## src/rtl/refTrigPkg.sv

```systemverilog
package refTrigPkg;
  typedef enum logic [2:0] {
    ST_IDLE, ST_ARMED, ST_DELAY, ST_PRE, ST_POST
  } acqState_e;

  // strobes from control to datapath
  typedef struct packed {
    logic clearRun;
    logic loadDelay;
    logic decDelay;
    logic writeSample;
    logic latchTrig;
    logic decPost;
    logic finish;
  } pathCtl_t;

  // status from datapath to control
  typedef struct packed {
    logic delayZero;
    logic preFull;
    logic postLast;
    logic postZero;
  } pathStat_t;
endpackage

```

## src/rtl/refTrigPath.sv

```systemverilog
module refTrigPath
  import refTrigPkg::*;
#(
  parameter int DEPTH = 16,
  parameter int DLYW  = 8,
  localparam int AW = $clog2(DEPTH),
  localparam int CW = $clog2(DEPTH + 1)
) (
  input  logic            clk,
  input  logic            rstN,
  input  pathCtl_t        ctl,
  input  logic [CW-1:0]   preCount,
  input  logic [CW-1:0]   postCount,
  input  logic [DLYW-1:0] startDelay,
  output pathStat_t       stat,
  output logic            wrEn,
  output logic [AW-1:0]   wrAddr,
  output logic [AW-1:0]   trigAddr,
  output logic            done
);
  localparam int SW = CW + 1;

  logic [AW-1:0]   ptr, ptrNext;
  logic [CW-1:0]   preTaken, postLeft;
  logic [DLYW-1:0] dlyCnt;
  logic [SW-1:0]   lastSlot;
  logic            atEnd;

  // last valid slot of the circular region
  assign lastSlot = SW'(preCount) + SW'(postCount) - SW'(1);
  assign atEnd    = (SW'(ptr) == lastSlot);
  assign ptrNext  = atEnd ? '0 : ptr + AW'(1);

  assign stat.delayZero = (dlyCnt == '0);
  assign stat.preFull   = (preTaken >= preCount);
  assign stat.postLast  = (postLeft == CW'(1));
  assign stat.postZero  = (postCount == '0);

  always_ff @(posedge clk) begin
    if (!rstN) begin
      ptr      <= '0;
      preTaken <= '0;
      postLeft <= '0;
      dlyCnt   <= '0;
      wrEn     <= 1'b0;
      wrAddr   <= '0;
      trigAddr <= '0;
      done     <= 1'b0;
    end else begin
      wrEn <= ctl.writeSample;
      done <= ctl.finish;
      if (ctl.loadDelay)      dlyCnt <= startDelay;
      else if (ctl.decDelay)  dlyCnt <= dlyCnt - DLYW'(1);
      if (ctl.clearRun) begin
        ptr      <= '0;
        preTaken <= '0;
      end else if (ctl.writeSample) begin
        ptr    <= ptrNext;
        wrAddr <= ptr;
        if (!stat.preFull) preTaken <= preTaken + CW'(1);
      end
      if (ctl.latchTrig) begin
        trigAddr <= ctl.writeSample ? ptrNext : ptr;
        postLeft <= postCount;
      end else if (ctl.decPost) begin
        postLeft <= postLeft - CW'(1);
      end
    end
  end
endmodule

```

## src/rtl/refTrigFsm.sv

```systemverilog
module refTrigFsm
  import refTrigPkg::*;
(
  input  logic      clk,
  input  logic      rstN,
  input  logic      arm,
  input  logic      startTrig,
  input  logic      refTrig,
  input  logic      sampleStrobe,
  input  pathStat_t stat,
  output pathCtl_t  ctl,
  output acqState_e state
);
  localparam int NTRIG = 2;

  logic [NTRIG-1:0] trigIn, trigPrev, trigEdge;
  acqState_e        stateNext;

  assign trigIn = {refTrig, startTrig};

  // rising-edge detector per trigger input
  for (genvar g = 0; g < NTRIG; g++) begin : gEdge
    always_ff @(posedge clk) begin
      if (!rstN) trigPrev[g] <= 1'b0;
      else       trigPrev[g] <= trigIn[g];
    end
    assign trigEdge[g] = trigIn[g] & ~trigPrev[g];
  end

  always_comb begin
    ctl       = '0;
    stateNext = state;
    unique case (state)
      ST_IDLE:  if (arm) stateNext = ST_ARMED;
      ST_ARMED: if (trigEdge[0]) begin
        ctl.loadDelay = 1'b1;
        ctl.clearRun  = 1'b1;
        stateNext     = ST_DELAY;
      end
      ST_DELAY: begin
        if (stat.delayZero) stateNext = ST_PRE;
        else                ctl.decDelay = 1'b1;
      end
      ST_PRE: begin
        ctl.writeSample = sampleStrobe;
        if (trigEdge[1] && stat.preFull) begin
          ctl.latchTrig = 1'b1;
          if (stat.postZero) begin
            ctl.finish = 1'b1;
            stateNext  = ST_IDLE;
          end else begin
            stateNext  = ST_POST;
          end
        end
      end
      ST_POST: if (sampleStrobe) begin
        ctl.writeSample = 1'b1;
        ctl.decPost     = 1'b1;
        if (stat.postLast) begin
          ctl.finish = 1'b1;
          stateNext  = ST_IDLE;
        end
      end
      default: stateNext = ST_IDLE;
    endcase
  end

  always_ff @(posedge clk) begin
    if (!rstN) state <= ST_IDLE;
    else       state <= stateNext;
  end
endmodule

```

## src/rtl/refTrigCtrl.sv

```systemverilog
module refTrigCtrl
  import refTrigPkg::*;
#(
  parameter int DEPTH = 16,
  parameter int DLYW  = 8,
  localparam int AW = $clog2(DEPTH),
  localparam int CW = $clog2(DEPTH + 1)
) (
  input  logic            clk,
  input  logic            rstN,
  input  logic            arm,
  input  logic            startTrig,
  input  logic            refTrig,
  input  logic            sampleStrobe,
  input  logic [CW-1:0]   preCount,
  input  logic [CW-1:0]   postCount,
  input  logic [DLYW-1:0] startDelay,
  output logic            wrEn,
  output logic [AW-1:0]   wrAddr,
  output logic [AW-1:0]   trigAddr,
  output logic            done
);
  pathCtl_t  ctl;
  pathStat_t stat;
  acqState_e state;

  refTrigFsm u_fsm (
    .clk, .rstN, .arm, .startTrig, .refTrig, .sampleStrobe,
    .stat, .ctl, .state
  );

  refTrigPath #(.DEPTH(DEPTH), .DLYW(DLYW)) u_path (
    .clk, .rstN, .ctl, .preCount, .postCount, .startDelay,
    .stat, .wrEn, .wrAddr, .trigAddr, .done
  );
endmodule

```

## config.mk

```make
export PLATFORM = sky130hd
export DESIGN_NAME = refTrigCtrl
export DESIGN_NICKNAME = d
export VERILOG_FILES = /design/src/rtl/refTrigPkg.sv /design/src/rtl/refTrigPath.sv /design/src/rtl/refTrigFsm.sv /design/src/rtl/refTrigCtrl.sv
export SDC_FILE = /design/constraint.sdc
export NUM_CORES = 1
export LEC_CHECK = 0
export BUFFER_PORTS_ARGS = -buffer_cell sky130_fd_sc_hd__buf_2
export CAP_MARGIN = 20
export CORE_UTILIZATION = 60
export DETAILED_ROUTE_END_ITERATION = 8
export GPL_TIMING_DRIVEN = 0
export PLACE_DENSITY_LB_ADDON = 0.25
export SYNTH_ARGS = -nofsm -noshare
export SYNTH_HDL_FRONTEND = slang
export SYNTH_SLANG_ARGS = --single-unit
```

## constraint.sdc

```tcl
create_clock -name clk -period 3.7 [get_ports clk]
set_clock_uncertainty 0.05 [all_clocks]
set_input_delay 0.37 -clock clk [delete_from_list [all_inputs] [get_ports clk]]
set_output_delay 0.37 -clock clk [all_outputs]
set_load 0.005 [all_outputs]
```

# Word level (Yosys, flattened, before mapping)
# Index checks and enable logic that the tools add are counted.
# classes
add_sub_neg	6
magnitude_cmp	1
eq_ne	12
mux	28
n_bitwise	7
n_reduce_logical	10
# op_table
op	count
3-bit two-way mux	7
8-bit two-way mux	2
3-bit one-hot mux with 5 select lines	1
5-bit two-way mux	2
1-bit two-way mux	9
8-bit zero test	1
4-bit two-way mux	2
2-bit inequality test, second input constant	4
8-bit by 1-bit subtractor with 8-bit output, second input constant	1
5-bit by 5-bit adder with 6-bit output	1
3-bit by 2-bit equality test with 1-bit output, second input constant	2
4-bit by 6-bit equality test with 1-bit output	1
2-bit two-way mux	3
6-bit AND reduction	1
6-bit by 1-bit subtractor with 6-bit output, second input constant	1
5-bit by 1-bit adder with 5-bit output, second input constant	1
5-bit by 1-bit equality test with 1-bit output, second input constant	1
5-bit >= comparator	1
5-bit zero test	1
1-bit NOT	5
5-bit by 1-bit subtractor with 5-bit output, second input constant	1
4-bit by 1-bit adder with 4-bit output, second input constant	1
2-bit by 1-bit inequality test with 1-bit output, second input constant	2
1-bit one-hot mux with 2 select lines	2
8 further kinds	11
# totals
ff_bits	37
in_bits	24
output_inout_bits	10
wordCells	75

# Longest topological paths before layout
# depth
depth_word	6
mapped_depth	10
mapped_depth_nobuf	10

# Cells and area by module
# From an unflattened synthesis, not the netlist that was laid out.
# unflattened
hier_cells	268
hier_area_um2	2296.0
# by_module_without_submodules
module	instances	cells_per_inst	area_per_inst_um2
refTrigPath	1	226	1951.9
refTrigFsm	1	42	344.1

# Worst setup path after synthesis
# Ideal clock, no wire load.
# synth_timing
path_type	input-to-reg
from	in preCount[1]
to	reg u_path.trigAddr[3]
setup_time_ns	0.132
arrival_ns	2.194
t_required_ns	3.518
path_slack_ns	1.324
path_stages	10
n_path_buf	0
path_cell_list	inv_1 -> ha_1 -> inv_1 -> ha_1 -> fa_1 -> xor2_1 -> nor3_1 -> nand4b_1 -> nor3_1 -> o32ai_1
# synth_between
elab_chain_cells	5
elab_cells_between_ends	9
classes_between	add/sub: 2; order compare: 1; eq/ne: 1; mux: 4; reduce/logical: 1
# synth_lines
element	line	rtl
start: declaration	refTrigCtrl.sv:15	input logic [CW-1:0] preCount,
5-bit by 5-bit adder with 6-bit output	refTrigPath.sv:30	assign lastSlot = SW'(preCount) + SW'(postCount) - SW'(1);
6-bit by 1-bit subtractor with 6-bit output	refTrigPath.sv:30	
4-bit by 6-bit equality test with 1-bit output	refTrigPath.sv:31	assign atEnd = (SW'(ptr) == lastSlot);
4-bit two-way mux	refTrigPath.sv:32	assign ptrNext = atEnd ? '0 : ptr + AW'(1);
4-bit two-way mux	n/a	
end signal: assignment	refTrigPath.sv:63	trigAddr <= ctl.writeSample ? ptrNext : ptr;
end: declaration	refTrigPath.sv:18	output logic [AW-1:0] trigAddr,
# Several ways; a longest one is shown, not always the timed one.
# A chain may end at the register's enable or synchronous reset.

# Worst setup path after layout
# layout_timing
from	in postCount[1]
to	reg u_path.trigAddr[3]
# layout_between
elab_chain_cells	5
# layout_lines
element	line	rtl
start: declaration	refTrigCtrl.sv:16	input logic [CW-1:0] postCount,
5-bit by 5-bit adder with 6-bit output	refTrigPath.sv:30	
6-bit by 1-bit subtractor with 6-bit output	refTrigPath.sv:30	
4-bit by 6-bit equality test with 1-bit output	refTrigPath.sv:31	
4-bit two-way mux	refTrigPath.sv:32	
4-bit two-way mux	n/a	
# Every way passes these cells.

==> metrics.cfg <==
[clocking]
postCtsSetupRepairBufs = 0
cts_tree = built
clkTransAtPathRegs_ns = 0.08
cts_buffers = 5
cts_resized = 0
clock_latency_ns = 0.30
cts_max_path_buffers = 2
postCtsHoldBufs = 0
root_buffer = clkbuf_8
clock_sinks = 37
cts_max_level = 2

[floorplanning]
core.rowCount = 22
dieArea_um2 = 4108
ios = 34
core_area_um2 = 3689
fp.dieH_um = 64.10
start_util_pct = 62.72
die_x_um = 64.10

[hold_path]
hold_class = input port to flop
hold_end = u_fsm.trigPrev[1]
hp-start = refTrig
hold_depth = 2

[detailed_routing]
first_pass_iters = 4
drt_iter0_drc = 229
vias_per_cell = 5.767
ant_nets = 0
wl_per_cell_um = 14.41
vias = 2157
drc = 0
wl_um = 5389

[timing]
hold_viol = 0
rsz0062_at_grt = false
fin_crit_sh_pct = 66.73
max_freq_ghz = 0.4050
finalSetupViolations = 0
final.min_clock_period_ns = 2.469
relSlewSlack_pct = 51.95
worstMarginPinSlew_ns = 0.7159
slew_violations = 0
fin_setup_tns_ns = 0

[finish]
syn2layout_area_growth_pct = 14.49
utilization_pct = 71.81
final_layout_size_suffix_gt1_share_pct = 17.18
layout.nets = 370
antenna_cells = 0

[yosys]
ys_seq_area_share_pct = 32.02
syn_area_um2 = 2313
synth_edf_count = 0
yosys.area.top_type = dfxtp_1
ys_ff_latch = 37
netlist.area_leader.share_pct = 32.02
ys_types = 50
yosysMostFrequentCell = dfxtp_1
syn_area_per_cell_um2 = 8.089
syn_inst = 286
async_reset_ff_share_pct = 0
syn-num-nets = 331
yosys-top-cells-count = 37 x dfxtp_1, 31 x a21oi_1, 30 x nand2_1, 27 x inv_1, 22 x nor2_1
yosys-top-cells-area = dfxtp_1 32%, ha_1 11%, a21oi_1 6.7%, nand2_1 4.9%, inv_1 4.4%
synth_ff_type = dfxtp_1
synth-warning-count = 0

[pwr]
p_leak_uw = 0.001127
max-vdd-ir-drop_v = 0.0002767
power.density_nw_per_um2 = 360.2

[critical_path]
cp_max_fo = 4
critPathKind = input port to flop
cp-end-kind = flop
critPathArrivalTime_ns = 2.60
reg2reg_slack_ns = 1.36
required_ns = 3.83
reg2reg_depth = 8
start_kind = input port
worstReg2RegEnd = u_path.postLeft[1]
crit-reg2reg-launch = u_path.preTaken[0]

[placed_design]
hpwl_um = 3973
portBuffers = 32
globalplace.congestion = 0.8450

[global_routing]
grt_max_degree = 14
antenna_found_initial = 0
grt_usage_pct = 28.47
grt_pass1_wl_um = 9094
grt_pass1_vias = 2088
gr-total-overflow = 0

[run_status]
status = complete, no violations

[job]
maxCapViolations = 0

## final cells by class
| cell class | instances | area [um^2] |
|---|---|---|
| Multi-Input combinational cell | 209 | 1400 |
| Inverter | 27 | 101.3 |
| Clock inverter | 3 | 46.29 |
| Tap cell | 48 | 60.06 |
| Buffer | 13 | 71.32 |
| Sequential cell | 37 | 740.7 |
| Clock buffer | 5 | 68.82 |
| Timing Repair Buffer | 32 | 160.2 |
| Fill cell | 315 | 1040 |
## per-layer routing
| metal | global-route usage, % | up-vias | share of wire, % |
|---|---|---|---|
| met5 | 0 | - | 0 |
| met1 | 32.82 | 1013 | 44 |
| li1 | - | 1080 | - |
| met3 | 6.071 | 10 | 4.2 |
| met4 | 11.39 | 0 | 1.7 |
| met2 | 50.80 | 54 | 50 |
## critical path: stages
cell	delay, ns
buf_2	0.11
inv_1	0.04
ha_1	0.26
inv_1	0.04
ha_1	0.21
fa_1	0.46
xor2_1	0.15
nor3_1	0.15
nand4b_1	0.19
nor3_1	0.46
o32ai_1	0.15
## layout by cell type, fill, tap and decap left out, types with 2 or more instances in the layout
master | synthesis | layout
buf_2 | 3 | 35
a311oi_1 | 3 | 3
a21o_1 | 2 | 2
o31ai_1 | 4 | 4
a21oi_1 | 31 | 31
clkbuf_8 | 0 | 5
nand3_1 | 13 | 13
buf_4 | 3 | 3
a31oi_1 | 3 | 3
or2_2 | 2 | 2
or3_1 | 2 | 2
o2111ai_1 | 2 | 2
nand2b_1 | 2 | 2
nor3b_1 | 2 | 2
xor2_1 | 7 | 7
or4_1 | 3 | 3
ha_1 | 20 | 20
o211ai_1 | 5 | 5
dfxtp_1 | 37 | 37
o31a_1 | 3 | 3
nand2_1 | 30 | 30
nor3_1 | 9 | 9
a211oi_1 | 6 | 6
clkbuf_1 | 5 | 5
xnor2_1 | 8 | 8
o21ai_0 | 7 | 7
and2_1 | 3 | 3
inv_1 | 27 | 27
nor2_1 | 22 | 22
## sequential cells by signal, indices dropped and copies added, names as in the netlist
signal           count
u_path.postLeft      5
u_path.done          1
u_path.wrAddr        4
u_path.dlyCnt        8
u_path.trigAddr      4
u_path.preTaken      5
u_path.ptr           4
u_fsm.state          3
u_path.wrEn          1
u_fsm.trigPrev       2
## kinds of logic (layout without fill, tap and decap cells)
group                      count (synthesis)  in the layout  share of synthesized area (%)
DFF                                       37             37                          32.02
adders and majority gates                 21             21                          11.68
and+or+nand+nor                           98             98                          21.15
AOI/OAI and AO/OA                         74             74                          21.53
xor gates and xnor gates                  15             15                          5.679
buffers and inverters                     40             80                          7.463
muxes                                      1              1                         0.4867
## how the worst max path moves through the flow
stage / from / slack [ns] / to
4_1_cts: postCount[1] / 1.21 / u_path.trigAddr[3]
3_3_place_gp: postCount[1] / 0.97 / u_path.trigAddr[3]
2_1_floorplan: preCount[1] / 1.32 / u_path.trigAddr[3]
3_5_place_dp: postCount[1] / 0.90 / u_path.trigAddr[3]
6_report: postCount[1] / 1.23 / u_path.trigAddr[3]
5_1_grt: postCount[1] / 1.06 / u_path.trigAddr[3]
## power by group
part	internal (uW)	switching [uW]	leakage, uW
Combinational	74.9	93.9	0.000773
Clock	202	161	0.0000543
Sequential	411	12.0	0.000300
## per-stage QoR
| step | power [uW] | hold slack, ns | area [um^2] | cells | setup slack (ns) |
|---|---|---|---|---|---|
| after floorplan | 553.2 | 0.4027 | 2313 | 286 | 1.324 |
| after global placement | 591.1 | 0.3928 | 2534 | 366 | 0.9699 |
| after detailed placement | 596.0 | 0.3953 | 2534 | 366 | 0.9047 |
| after CTS | 955.9 | 0.2333 | 2649 | 374 | 1.215 |
| after global routing | 997.6 | 0.2439 | 2649 | 374 | 1.059 |
| final | 954.0 | 0.2389 | 2649 | 374 | 1.231 |
Note: power is estimated with default switching activity, not from simulation.
